==> src/rtl/ser12_pkg.sv <==
package ser12_pkg;

    localparam int unsigned DEF_PAY_W       = 10;
    localparam int unsigned DEF_LOCK_CYCLES = 4;

    typedef enum logic [1:0] {
        KIND_QUIET,
        KIND_SYNC,
        KIND_DATA
    } frame_kind_t;

endpackage

==> src/rtl/ser12_frame_timer.sv <==
module ser12_frame_timer #(
    parameter int unsigned FRAME_W = 12
) (
    input  logic clk,
    input  logic rst_n,
    input  logic run_i,
    output logic last_bit_o,
    output logic boundary_o
);
    localparam int unsigned     CNT_W = $clog2(FRAME_W);
    localparam logic [CNT_W-1:0] LAST = CNT_W'(FRAME_W - 1);

    typedef struct packed {
        logic [CNT_W-1:0] cnt;
    } tmr_t;

    tmr_t t_d, t_q;

    always_comb begin
        t_d = t_q;
        if (!run_i) begin
            t_d.cnt = LAST;
        end else if (t_q.cnt == LAST) begin
            t_d.cnt = '0;
        end else begin
            t_d.cnt = t_q.cnt + CNT_W'(1);
        end
    end

    always_ff @(posedge clk or negedge rst_n) begin
        if (!rst_n) t_q.cnt <= LAST;
        else        t_q <= t_d;
    end

    assign last_bit_o = (t_q.cnt == LAST);
    assign boundary_o = last_bit_o & run_i;

    // bit position never leaves the frame
    a_r1_count_bound: assert property (@(posedge clk) disable iff (!rst_n)
        t_q.cnt <= LAST);

    // a running frame wraps to bit 0 after its last bit
    a_r1_wrap: assert property (@(posedge clk) disable iff (!rst_n)
        boundary_o |=> (t_q.cnt == '0));

endmodule

==> src/rtl/ser12_word_capture.sv <==
module ser12_word_capture #(
    parameter int unsigned PAY_W       = 10,
    parameter int unsigned LOCK_CYCLES = 4
) (
    input  logic             clk,
    input  logic             rst_n,
    input  logic             run_i,
    input  logic             par_clk_i,
    input  logic             edge_sel_i,
    input  logic [PAY_W-1:0] din_i,
    output logic             ready_o,
    output logic [PAY_W-1:0] hold_o
);
    localparam int unsigned      LOCK_W    = $clog2(LOCK_CYCLES + 1);
    localparam logic [LOCK_W-1:0] LOCK_LAST = LOCK_W'(LOCK_CYCLES - 1);

    typedef struct packed {
        logic              pclk;
        logic [LOCK_W-1:0] lock_cnt;
        logic              ready;
        logic [PAY_W-1:0]  hold;
    } cap_t;

    cap_t c_d, c_q;
    logic rise, fall, grab;

    always_comb begin
        rise = par_clk_i & ~c_q.pclk;
        fall = ~par_clk_i & c_q.pclk;
        grab = edge_sel_i ? rise : fall;

        c_d      = c_q;
        c_d.pclk = par_clk_i;
        if (!c_q.ready && rise) begin
            if (c_q.lock_cnt == LOCK_LAST) c_d.ready = 1'b1;
            else                           c_d.lock_cnt = c_q.lock_cnt + LOCK_W'(1);
        end
        if (c_q.ready && grab) begin
            c_d.hold = din_i;
        end
        if (!run_i) begin
            c_d = '0;
        end
    end

    always_ff @(posedge clk or negedge rst_n) begin
        if (!rst_n) c_q <= '0;
        else        c_q <= c_d;
    end

    assign ready_o = c_q.ready;
    assign hold_o  = c_q.hold;

    // once ready, the flag only drops through powerdown
    a_r8_ready_sticky: assert property (@(posedge clk) disable iff (!rst_n)
        (run_i && c_q.ready) |=> c_q.ready);

    // words offered before ready are discarded
    a_r8_pre_ready_discard: assert property (@(posedge clk) disable iff (!rst_n)
        (run_i && !c_q.ready) |=> $stable(c_q.hold));

    // powerdown clears lock state
    a_r7_pd_clears_ready: assert property (@(posedge clk) disable iff (!rst_n)
        !run_i |=> (!c_q.ready && c_q.hold == '0));

endmodule

==> src/rtl/ser12_frame_shifter.sv <==
module ser12_frame_shifter
    import ser12_pkg::*;
#(
    parameter int unsigned PAY_W = 10
) (
    input  logic             clk,
    input  logic             rst_n,
    input  logic             run_i,
    input  logic             boundary_i,
    input  logic             last_bit_i,
    input  logic             ready_i,
    input  logic             oe_i,
    input  logic             sync_req_i,
    input  logic [PAY_W-1:0] hold_i,
    output logic             ser_o,
    output logic             drv_o
);
    localparam int unsigned FRAME_W = PAY_W + 2;
    localparam int unsigned HALF_W  = FRAME_W / 2;
    localparam logic [FRAME_W-1:0] SYNC_PAT =
        {{(FRAME_W - HALF_W){1'b0}}, {HALF_W{1'b1}}};

    typedef struct packed {
        logic [FRAME_W-1:0] sreg;
        logic               drv;
    } shf_t;

    shf_t        s_d, s_q;
    frame_kind_t kind;

    always_comb begin
        kind = KIND_QUIET;
        if (ready_i && oe_i) begin
            kind = sync_req_i ? KIND_SYNC : KIND_DATA;
        end

        s_d = s_q;
        if (!run_i) begin
            s_d = '0;
        end else if (boundary_i) begin
            unique case (kind)
                KIND_SYNC: begin
                    s_d.sreg = SYNC_PAT;
                    s_d.drv  = 1'b1;
                end
                KIND_DATA: begin
                    s_d.sreg = {1'b0, hold_i, 1'b1};
                    s_d.drv  = 1'b1;
                end
                default: begin
                    s_d.sreg = '0;
                    s_d.drv  = 1'b0;
                end
            endcase
        end else begin
            s_d.sreg = s_q.sreg >> 1;
        end
    end

    always_ff @(posedge clk or negedge rst_n) begin
        if (!rst_n) s_q <= '0;
        else        s_q <= s_d;
    end

    assign ser_o = s_q.sreg[0];
    assign drv_o = s_q.drv;

    // a driven frame opens with a 1
    a_r2_start_bit: assert property (@(posedge clk) disable iff (!rst_n)
        boundary_i |=> (!s_q.drv || s_q.sreg[0]));

    // a driven frame closes with a 0
    a_r2_stop_bit: assert property (@(posedge clk) disable iff (!rst_n)
        (last_bit_i && s_q.drv) |-> !s_q.sreg[0]);

    // drive state only changes on a boundary or powerdown
    a_r9_drv_held: assert property (@(posedge clk) disable iff (!rst_n)
        (run_i && !boundary_i) |=> $stable(s_q.drv));

    // output enable low at a boundary gives an undriven frame
    a_r6_oe_quiet: assert property (@(posedge clk) disable iff (!rst_n)
        (boundary_i && !oe_i) |=> !s_q.drv);

    // powerdown releases the line
    a_r7_pd_quiet: assert property (@(posedge clk) disable iff (!rst_n)
        !run_i |=> (!s_q.drv && !s_q.sreg[0]));

    // never driven without ready
    a_r8_no_drive_unready: assert property (@(posedge clk) disable iff (!rst_n)
        !ready_i |-> !s_q.drv);

endmodule

==> src/rtl/ser12_framer.sv <==
module ser12_framer
    import ser12_pkg::*;
#(
    parameter int unsigned PAY_W       = DEF_PAY_W,
    parameter int unsigned LOCK_CYCLES = DEF_LOCK_CYCLES
) (
    input  logic             clk,
    input  logic             rst_n,
    input  logic             par_clk,
    input  logic             edge_sel,
    input  logic [PAY_W-1:0] din,
    input  logic             sync_a,
    input  logic             sync_b,
    input  logic             out_en,
    input  logic             pwr_n,
    output logic             ser_out,
    output logic             drv_en
);
    localparam int unsigned FRAME_W = PAY_W + 2;

    logic             last_bit, boundary, ready;
    logic [PAY_W-1:0] hold;
    logic             sync_req;

    assign sync_req = sync_a | sync_b;

    ser12_frame_timer #(
        .FRAME_W (FRAME_W)
    ) u_timer (
        .clk        (clk),
        .rst_n      (rst_n),
        .run_i      (pwr_n),
        .last_bit_o (last_bit),
        .boundary_o (boundary)
    );

    ser12_word_capture #(
        .PAY_W       (PAY_W),
        .LOCK_CYCLES (LOCK_CYCLES)
    ) u_capture (
        .clk        (clk),
        .rst_n      (rst_n),
        .run_i      (pwr_n),
        .par_clk_i  (par_clk),
        .edge_sel_i (edge_sel),
        .din_i      (din),
        .ready_o    (ready),
        .hold_o     (hold)
    );

    ser12_frame_shifter #(
        .PAY_W (PAY_W)
    ) u_shifter (
        .clk        (clk),
        .rst_n      (rst_n),
        .run_i      (pwr_n),
        .boundary_i (boundary),
        .last_bit_i (last_bit),
        .ready_i    (ready),
        .oe_i       (out_en),
        .sync_req_i (sync_req),
        .hold_i     (hold),
        .ser_o      (ser_out),
        .drv_o      (drv_en)
    );

endmodule

==> config.mk <==
export PLATFORM = sky130hd
export DESIGN_NAME = ser12_framer
export DESIGN_NICKNAME = d
export VERILOG_FILES = /design/src/rtl/ser12_pkg.sv /design/src/rtl/ser12_frame_timer.sv /design/src/rtl/ser12_word_capture.sv /design/src/rtl/ser12_frame_shifter.sv /design/src/rtl/ser12_framer.sv
export SDC_FILE = /design/constraint.sdc
export NUM_CORES = 1
export LEC_CHECK = 0
export ABC_AREA = 1
export BUFFER_PORTS_ARGS = -buffer_cell sky130_fd_sc_hd__buf_2
export CAP_MARGIN = 10
export CORE_ASPECT_RATIO = 1.5
export CORE_MARGIN = 4
export CORE_UTILIZATION = 47
export CTS_CLUSTER_SIZE = 14
export DETAILED_ROUTE_END_ITERATION = 8
export PLACE_DENSITY_LB_ADDON = 0.05
export SLEW_MARGIN = 10
export SYNTH_ARGS = -nofsm -noshare
export SYNTH_HDL_FRONTEND = slang
export SYNTH_SLANG_ARGS = --single-unit
==> constraint.sdc <==
create_clock -name clk -period 1.2 [get_ports clk]
set_input_delay 0.24 -clock clk [delete_from_list [all_inputs] [get_ports clk]]
set_output_delay 0.24 -clock clk [all_outputs]
set_load 0.01 [all_outputs]
# After elaboration in Yosys (flattened, before gate mapping)
# Cells that the tools add are included.
# W data, S select, Z words.
dict set report classes {
  n_addsub 2
  eq_ne 9
  mux 14
  bitwise_logic 6
  n_reduce_logical 6
}
# op n
set op_table {}
lappend op_table {{$pmux W12 S2} 1}
lappend op_table {{$mux W15} 1}
lappend op_table {{$mux W12} 1}
lappend op_table {{$mux W4} 3}
lappend op_table {{$mux W11} 1}
lappend op_table {{$mux W10} 1}
lappend op_table {{$ne A2 B1 Y1 const B} 4}
lappend op_table {{$add A4 B1 Y4 const B} 1}
lappend op_table {{$eq A4 B4 Y1 const B} 1}
lappend op_table {{$mux W2} 2}
lappend op_table {{$reduce_and A2 Y1} 2}
lappend op_table {{$add A3 B1 Y3 const B} 1}
lappend op_table {{$and A1 B1 Y1} 3}
lappend op_table {{$eq A3 B2 Y1 const B} 1}
lappend op_table {{$logic_and A1 B1 Y1} 3}
lappend op_table {{$mux W1} 3}
lappend op_table {{$mux W3} 1}
lappend op_table {{$eq A2 B1 Y1 const B} 1}
lappend op_table {{$eq A2 B2 Y1 const B} 1}
lappend op_table {{$ne A2 B2 Y1 const B} 1}
lappend op_table {{$not A1 Y1} 2}
lappend op_table {{$logic_not A1 Y1} 1}
lappend op_table {{$or A1 B1 Y1} 1}
dict set report totals {
  regBits 32
  in_bits 18
  wordCells 44
}

# Longest topological paths before layout
dict set report depth {
  word_depth 7
  depth_mapped 7
}

# Cells and area by module
# From an unflattened synthesis, not the netlist that was laid out.
dict set report unflattened {
  cells_unflattened 177
  hier_area_um2 1517.7
}
# module n_inst cells_each area_each_um2 seq_area_each_um2
set modules_own_cells {}
lappend modules_own_cells {ser12_word_capture 1 89 782.0 375.4}
lappend modules_own_cells {ser12_frame_shifter 1 64 523.0 300.3}
lappend modules_own_cells {ser12_frame_timer 1 21 201.4 103.8}
lappend modules_own_cells {ser12_framer 1 3 11.3 0.0}

# Worst setup path after synthesis
# OpenSTA, ideal clock, no wires.
dict set report synth_timing {
  path_kind {reg2reg}
  start {register u_timer.t_q[0] (netlist bit)}
  end {register u_shifter.s_q[6] (netlist bit)}
  arrival_time_ns 1.140
  setup_slack_ns -0.063
  path_stages_with_launch 7
  synth_period_minus_slack_ns 1.263
  path_cell_list {dfstp_2 ha_1 nand3_2 nand2_1 inv_2 nand2_1 nand2_1}
}
# item line
set synth_lines {}
lappend synth_lines {{from (decl)} ser12_frame_timer.sv:17} ;# tmr_t t_d, t_q;
lappend synth_lines {{from (signal assigned)} ser12_frame_timer.sv:32} ;# else t_q <= t_d;
lappend synth_lines {{to (signal assigned)} ser12_frame_shifter.sv:61} ;# if (!rst_n) s_q <= '0;
lappend synth_lines {{to (signal assigned)} ser12_frame_shifter.sv:62} ;# else s_q <= s_d;
lappend synth_lines {{to (decl)} ser12_frame_shifter.sv:28} ;# shf_t s_d, s_q;

# Worst setup path in the final report
dict set report layout_timing {
  start {register u_capture.c_q[12] (netlist bit)}
  end {register u_capture.c_q, in the netlist u_capture.ready_o}
}
dict set report layout_via {
  elab_chain_len 3
}
# item line
set layout_rtl {}
lappend layout_rtl {{from (decl)} ser12_word_capture.sv:24} ;# cap_t c_d, c_q;
lappend layout_rtl {{from (signal assigned)} ser12_word_capture.sv:47} ;# if (!rst_n) c_q <= '0;
lappend layout_rtl {{from (signal assigned)} ser12_word_capture.sv:48} ;# else c_q <= c_d;
lappend layout_rtl {{$eq A3 B2 Y1} ser12_word_capture.sv:35} ;# if (c_q.lock_cnt == LOCK_LAST) c_d.ready = 1'b1;
lappend layout_rtl {{$ne A2 B1 Y1 (no line)} -}
lappend layout_rtl {{$reduce_and A2 Y1 (no line)} -}
# Every way passes these cells.
# A chain may end at the register's enable or synchronous reset.

==> run summary <==
After clock tree synthesis, the clock-pin slew on the worst setup and hold paths is 60 ps. Yosys attributes the largest share of cell area to sky130_fd_sc_hd__dfrtp_1 (51%), sky130_fd_sc_hd__nand2_1 (12%), sky130_fd_sc_hd__nand3_1 (9.9%). The total of buffers placed on input and output ports came out at 19.

STA classifies the critical path startpoint as a flop. The power density relative to cell area works out to 1350 nW/um2. The worst path in the final design needs a cycle of 1280 ps, including I/O delays and setup. sky130_fd_sc_hd__dfrtp_1 takes more of the synthesized area than any other cell. The starting density of the core came out at 49.8%. By instance count, the cell type seen most on the critical path is sky130_fd_sc_hd__buf_4.

The run gives 4 as the first-pass detailed-route iteration total. Prior to clock tree synthesis, the placed netlist has a worst setup slack of -43.7 ps. The tools report the area of the die as 3840 um2. For the number of buffers between clock root and the deepest sink, the log shows 2. For this run, the post-layout net count is 202. Setup violations remaining at the end of the flow were counted as 15.

Proportion of layout cells with a drive suffix above 1: 36.3%. The tools report the via count of the first global-routing pass as 1089. The critical path ends at u_capture.ready_o. The worst register-to-register path ends at u_capture.ready_o. The critical path class was reg2reg. Worst reg2reg path startpoint: u_capture.c_q[12].

The number of antenna violations at the first check in global routing was 0; the number of buffers inserted during clock tree synthesis was 5. In the global route stage, met1 resource usage came out at 19.9%. Insertion delay of the later-clocked pin in the worst-skew pair: 280 ps. After detailed routing, the number of vias per cell comes to 4.95.

The detailed router placed 1084 vias in this run. Along the worst path, the maximum fanout reaches 2. The run gives 192 ps as the worst-case hold slack. The slowest stage of the critical path belongs to the cell sky130_fd_sc_hd__dfrtp_1. Once detail routing completed, the nets flagged for antenna violations numbered 0. The data arrival time at the worst-slack endpoint is 1440 ps, and the portion of the post-synthesis area used by sequential elements is 57.2%.

Of the total power, combinational logic draws 15.5%. For this design the total switching power over the nets is 600 uW. Walking the worst path, the cells encountered are ha_2, ha_4, o21ai_4, buf_4, buf_4, a21oi_1. Of the total power, the clock network draws 37.1%. After synthesis, the largest area contributor takes up 51.4% of total cell area. The number of inserted diodes came out at 0. The number of warning messages in the yosys log is 0, and the count of filler cells inserted in the layout is 232. Deepest level of the CTS H-tree: 2. Pin placement for this block handled 20 I/O pins. Across the run, the number of max-cap violations was 0.

The class of the tightest hold or removal check was in2reg. The logs give -80 ps for the internal reg-to-reg setup slack and 608 um2 for the footprint of the multi-input gates. The hold violation total from the final report came out at 0. TritonCTS built the clock tree. Across the whole layout, storage elements account for 779 um2. Setup repair after global routing could not meet its margin everywhere. The tools report the global routing usage summed across all routing layers as 17.0%. The logs give 1360 um2 for the summed instance area of the synthesized netlist and 0.935 nW for the leakage component of the power. The met2 track utilization from global routing is 28.0%. The run gives 1360 ps as the worst path required time. The logs give 31 for the maximum number of pins on one net before global-route repair and 81.7% for the worst-case headroom to the max-slew limit.

In this run the standard cell core region covers 2730 um2. The floorplan step set the die height to 73.9 um. The tools report the buffer type at the clock tree root as sky130_fd_sc_hd__clkbuf_8.

For the overall overflow remaining after global route, the log shows 0. The number of cells on the worst reg-to-reg path came out at 6. The net count after synthesis was 167. The detailed router finished its first iteration with 18 violations. Averaged over all synthesized cells, the footprint is 9.33 um2.

After synthesis, the netlist uses 24 different library cells. The first global-routing pass estimated 4.71 mm of wire. The horizontal die dimension was 52.0 um. Launch point of the worst hold path: din[6]. The run gives 1.04 mV as the worst-case vdd ir drop.

For this run, design rule violations remaining after detail routing come to 0. The logs give -81.2 ps for the final worst-path setup slack and 2.75 mm for the total wire length. Of the total power, registers draw 47.4%.

After detailed routing, the average wire length per cell comes to 12.6 um. Dividing the final minimum period by the clock period gives 107%. For the maximum clock rate, the log shows 781 MHz.

The run finished, with violations left. Routability-driven placement finished with a final weighted congestion of 0.769. For met3 alone, demand over resource in global routing was 4.81%.

After technology mapping, the gate count stands at 146. For the pin with the worst max-slew slack, the measured transition is 274 ps. The cell-internal power is 1.80 mW, and the post-route clock skew is 3.41 ps.

Compared with the post-synthesis result, the final layout area differs by 30.7%. The worst setup path is captured at a flop. Peak-usage layer in the global routing report: met2.

Net switching is 25.0% of the power. The final reports fail on setup timing. The start point of the critical path was u_capture.c_q[12]. The clock sink total is 31, and the delay contributed by the slowest stage of the critical path is 390 ps. In this run, synthesis produced a sequential element count of 31. The half-perimeter wire length after detailed placement is 1.97 mm, and the final count of pins violating max slew is 0. The number of placement rows was 23.
## how the worst min path moves through the flow
stage	end	slack [ps]	cells past startpoint
2_1_floorplan	u_capture.c_q[11]	-60	0
3_3_place_gp	u_shifter.ser_o	40	1
3_5_place_dp	u_shifter.ser_o	40	1
4_1_cts	u_capture.hold_o[6]	190	3
5_1_grt	u_capture.hold_o[8]	200	3
6_report	u_capture.hold_o[6]	190	3
## per-layer routing
layer  vias to the layer above  routed length, um
met5                         -                  0
met1                       503               1190
met4                         0                 47
li1                        549                  -
met2                        28               1380
met3                         4                129
## power by group through the flow
stage          Sequential, mW  Clock, mW  Combinational (mW)
2_1_floorplan            1.15          0               0.177
3_3_place_gp             1.15          0               0.294
3_5_place_dp             1.15          0               0.305
4_1_cts                  1.14      0.914               0.326
5_1_grt                  1.14      0.962               0.419
6_report                 1.14      0.890               0.372
## per-stage QoR
step                cell area, um2  power [mW]  cells  util, %  setup TNS (ps)
global route                  1780        2.52    219     65.1           -1310
global placement              1590        1.45    206     58.1           -95.8
finish                        1780        2.40    219     65.1            -365
floorplan                     1400        1.33    146        -               0
CTS                           1720        2.38    216     63.0            -195
detailed placement            1590        1.46    206     58.1            -348
## flip-flops by register name, summed over array words and instances (netlist names)
signal / cells
u_timer.t_q: 4
u_capture.ready_o: 1
u_capture.c_q: 4
u_shifter.drv_o: 1
u_capture.hold_o: 10
u_shifter.s_q: 10
u_shifter.ser_o: 1
## placed cells by master, fill, tap and decap left out, types with 2 or more instances in the layout
master                      n
sky130_fd_sc_hd__nand2_1   37
sky130_fd_sc_hd__dfrtp_1   28
sky130_fd_sc_hd__nand3_1   27
sky130_fd_sc_hd__buf_2     19
sky130_fd_sc_hd__buf_4      9
sky130_fd_sc_hd__inv_1      7
sky130_fd_sc_hd__nand2_2    7
sky130_fd_sc_hd__clkbuf_8   7
sky130_fd_sc_hd__o21ai_1    5
sky130_fd_sc_hd__o21ai_0    4
sky130_fd_sc_hd__dfstp_2    3
sky130_fd_sc_hd__inv_2      2
sky130_fd_sc_hd__nor2_4     2
sky130_fd_sc_hd__nand2_4    2
sky130_fd_sc_hd__or2_2      2
sky130_fd_sc_hd__o21ai_4    2
sky130_fd_sc_hd__ha_4       2
## worst max-delay path: cells and delay by family (launching register included)
kind / cells / cell delay (ps)
AO/OA/AOI/OAI: 2 / 200
flip-flops: 1 / 390
buffers and inverters: 2 / 210
adder cells (fa/ha/maj): 2 / 360
## synth_stat cells
| library cell | number |
|---|---|
| sky130_fd_sc_hd__nand2_1 | 44 |
| sky130_fd_sc_hd__dfrtp_1 | 28 |
| sky130_fd_sc_hd__nand3_1 | 27 |
| sky130_fd_sc_hd__inv_1 | 7 |
| sky130_fd_sc_hd__o21ai_0 | 7 |
| sky130_fd_sc_hd__dfstp_2 | 3 |
| sky130_fd_sc_hd__ha_1 | 3 |
| sky130_fd_sc_hd__inv_2 | 3 |
| sky130_fd_sc_hd__o21ai_1 | 3 |
| sky130_fd_sc_hd__a21oi_1 | 2 |
| sky130_fd_sc_hd__buf_4 | 2 |
| sky130_fd_sc_hd__nand2_2 | 2 |
| sky130_fd_sc_hd__nand3_2 | 2 |
| sky130_fd_sc_hd__nor2_2 | 2 |
| sky130_fd_sc_hd__or2_2 | 2 |
| sky130_fd_sc_hd__and3_1 | 1 |
| sky130_fd_sc_hd__buf_2 | 1 |
| sky130_fd_sc_hd__nor2_4 | 1 |
| sky130_fd_sc_hd__o211ai_1 | 1 |
| sky130_fd_sc_hd__o21a_1 | 1 |
| sky130_fd_sc_hd__o21ai_4 | 1 |
| sky130_fd_sc_hd__or2_0 | 1 |
| sky130_fd_sc_hd__or2_1 | 1 |
| sky130_fd_sc_hd__or2_4 | 1 |
## cell type report
type / instances / share of cell area, %
flip-flops and latches: 31 / 43.8
inverters: 10 / 2.39
clock buffers: 8 / 5.62
repair buffers: 31 / 11.5
multi-input cells: 102 / 34.2
well taps: 37 / 2.60
## cells by family (layout without fill, tap and decap cells)
family / count (synthesis) / count (layout) / synth area share [%]
AND/OR/NAND/NOR: 84 / 84 / 29.1
AO/OA/AOI/OAI: 15 / 15 / 6.70
adder cells (fa/ha/maj): 3 / 3 / 2.76
flip-flops: 31 / 31 / 57.2
buffers and inverters: 13 / 49 / 4.22
## repair_timing
item	CTS	global route
hold buffers	1	0
setup buffers	1	3
setup endpoints to repair	15	16
hold endpoints to repair	28	0
pin swaps	8	6
resized for setup	7	7
Note: power is estimated with default switching activity, not from simulation.
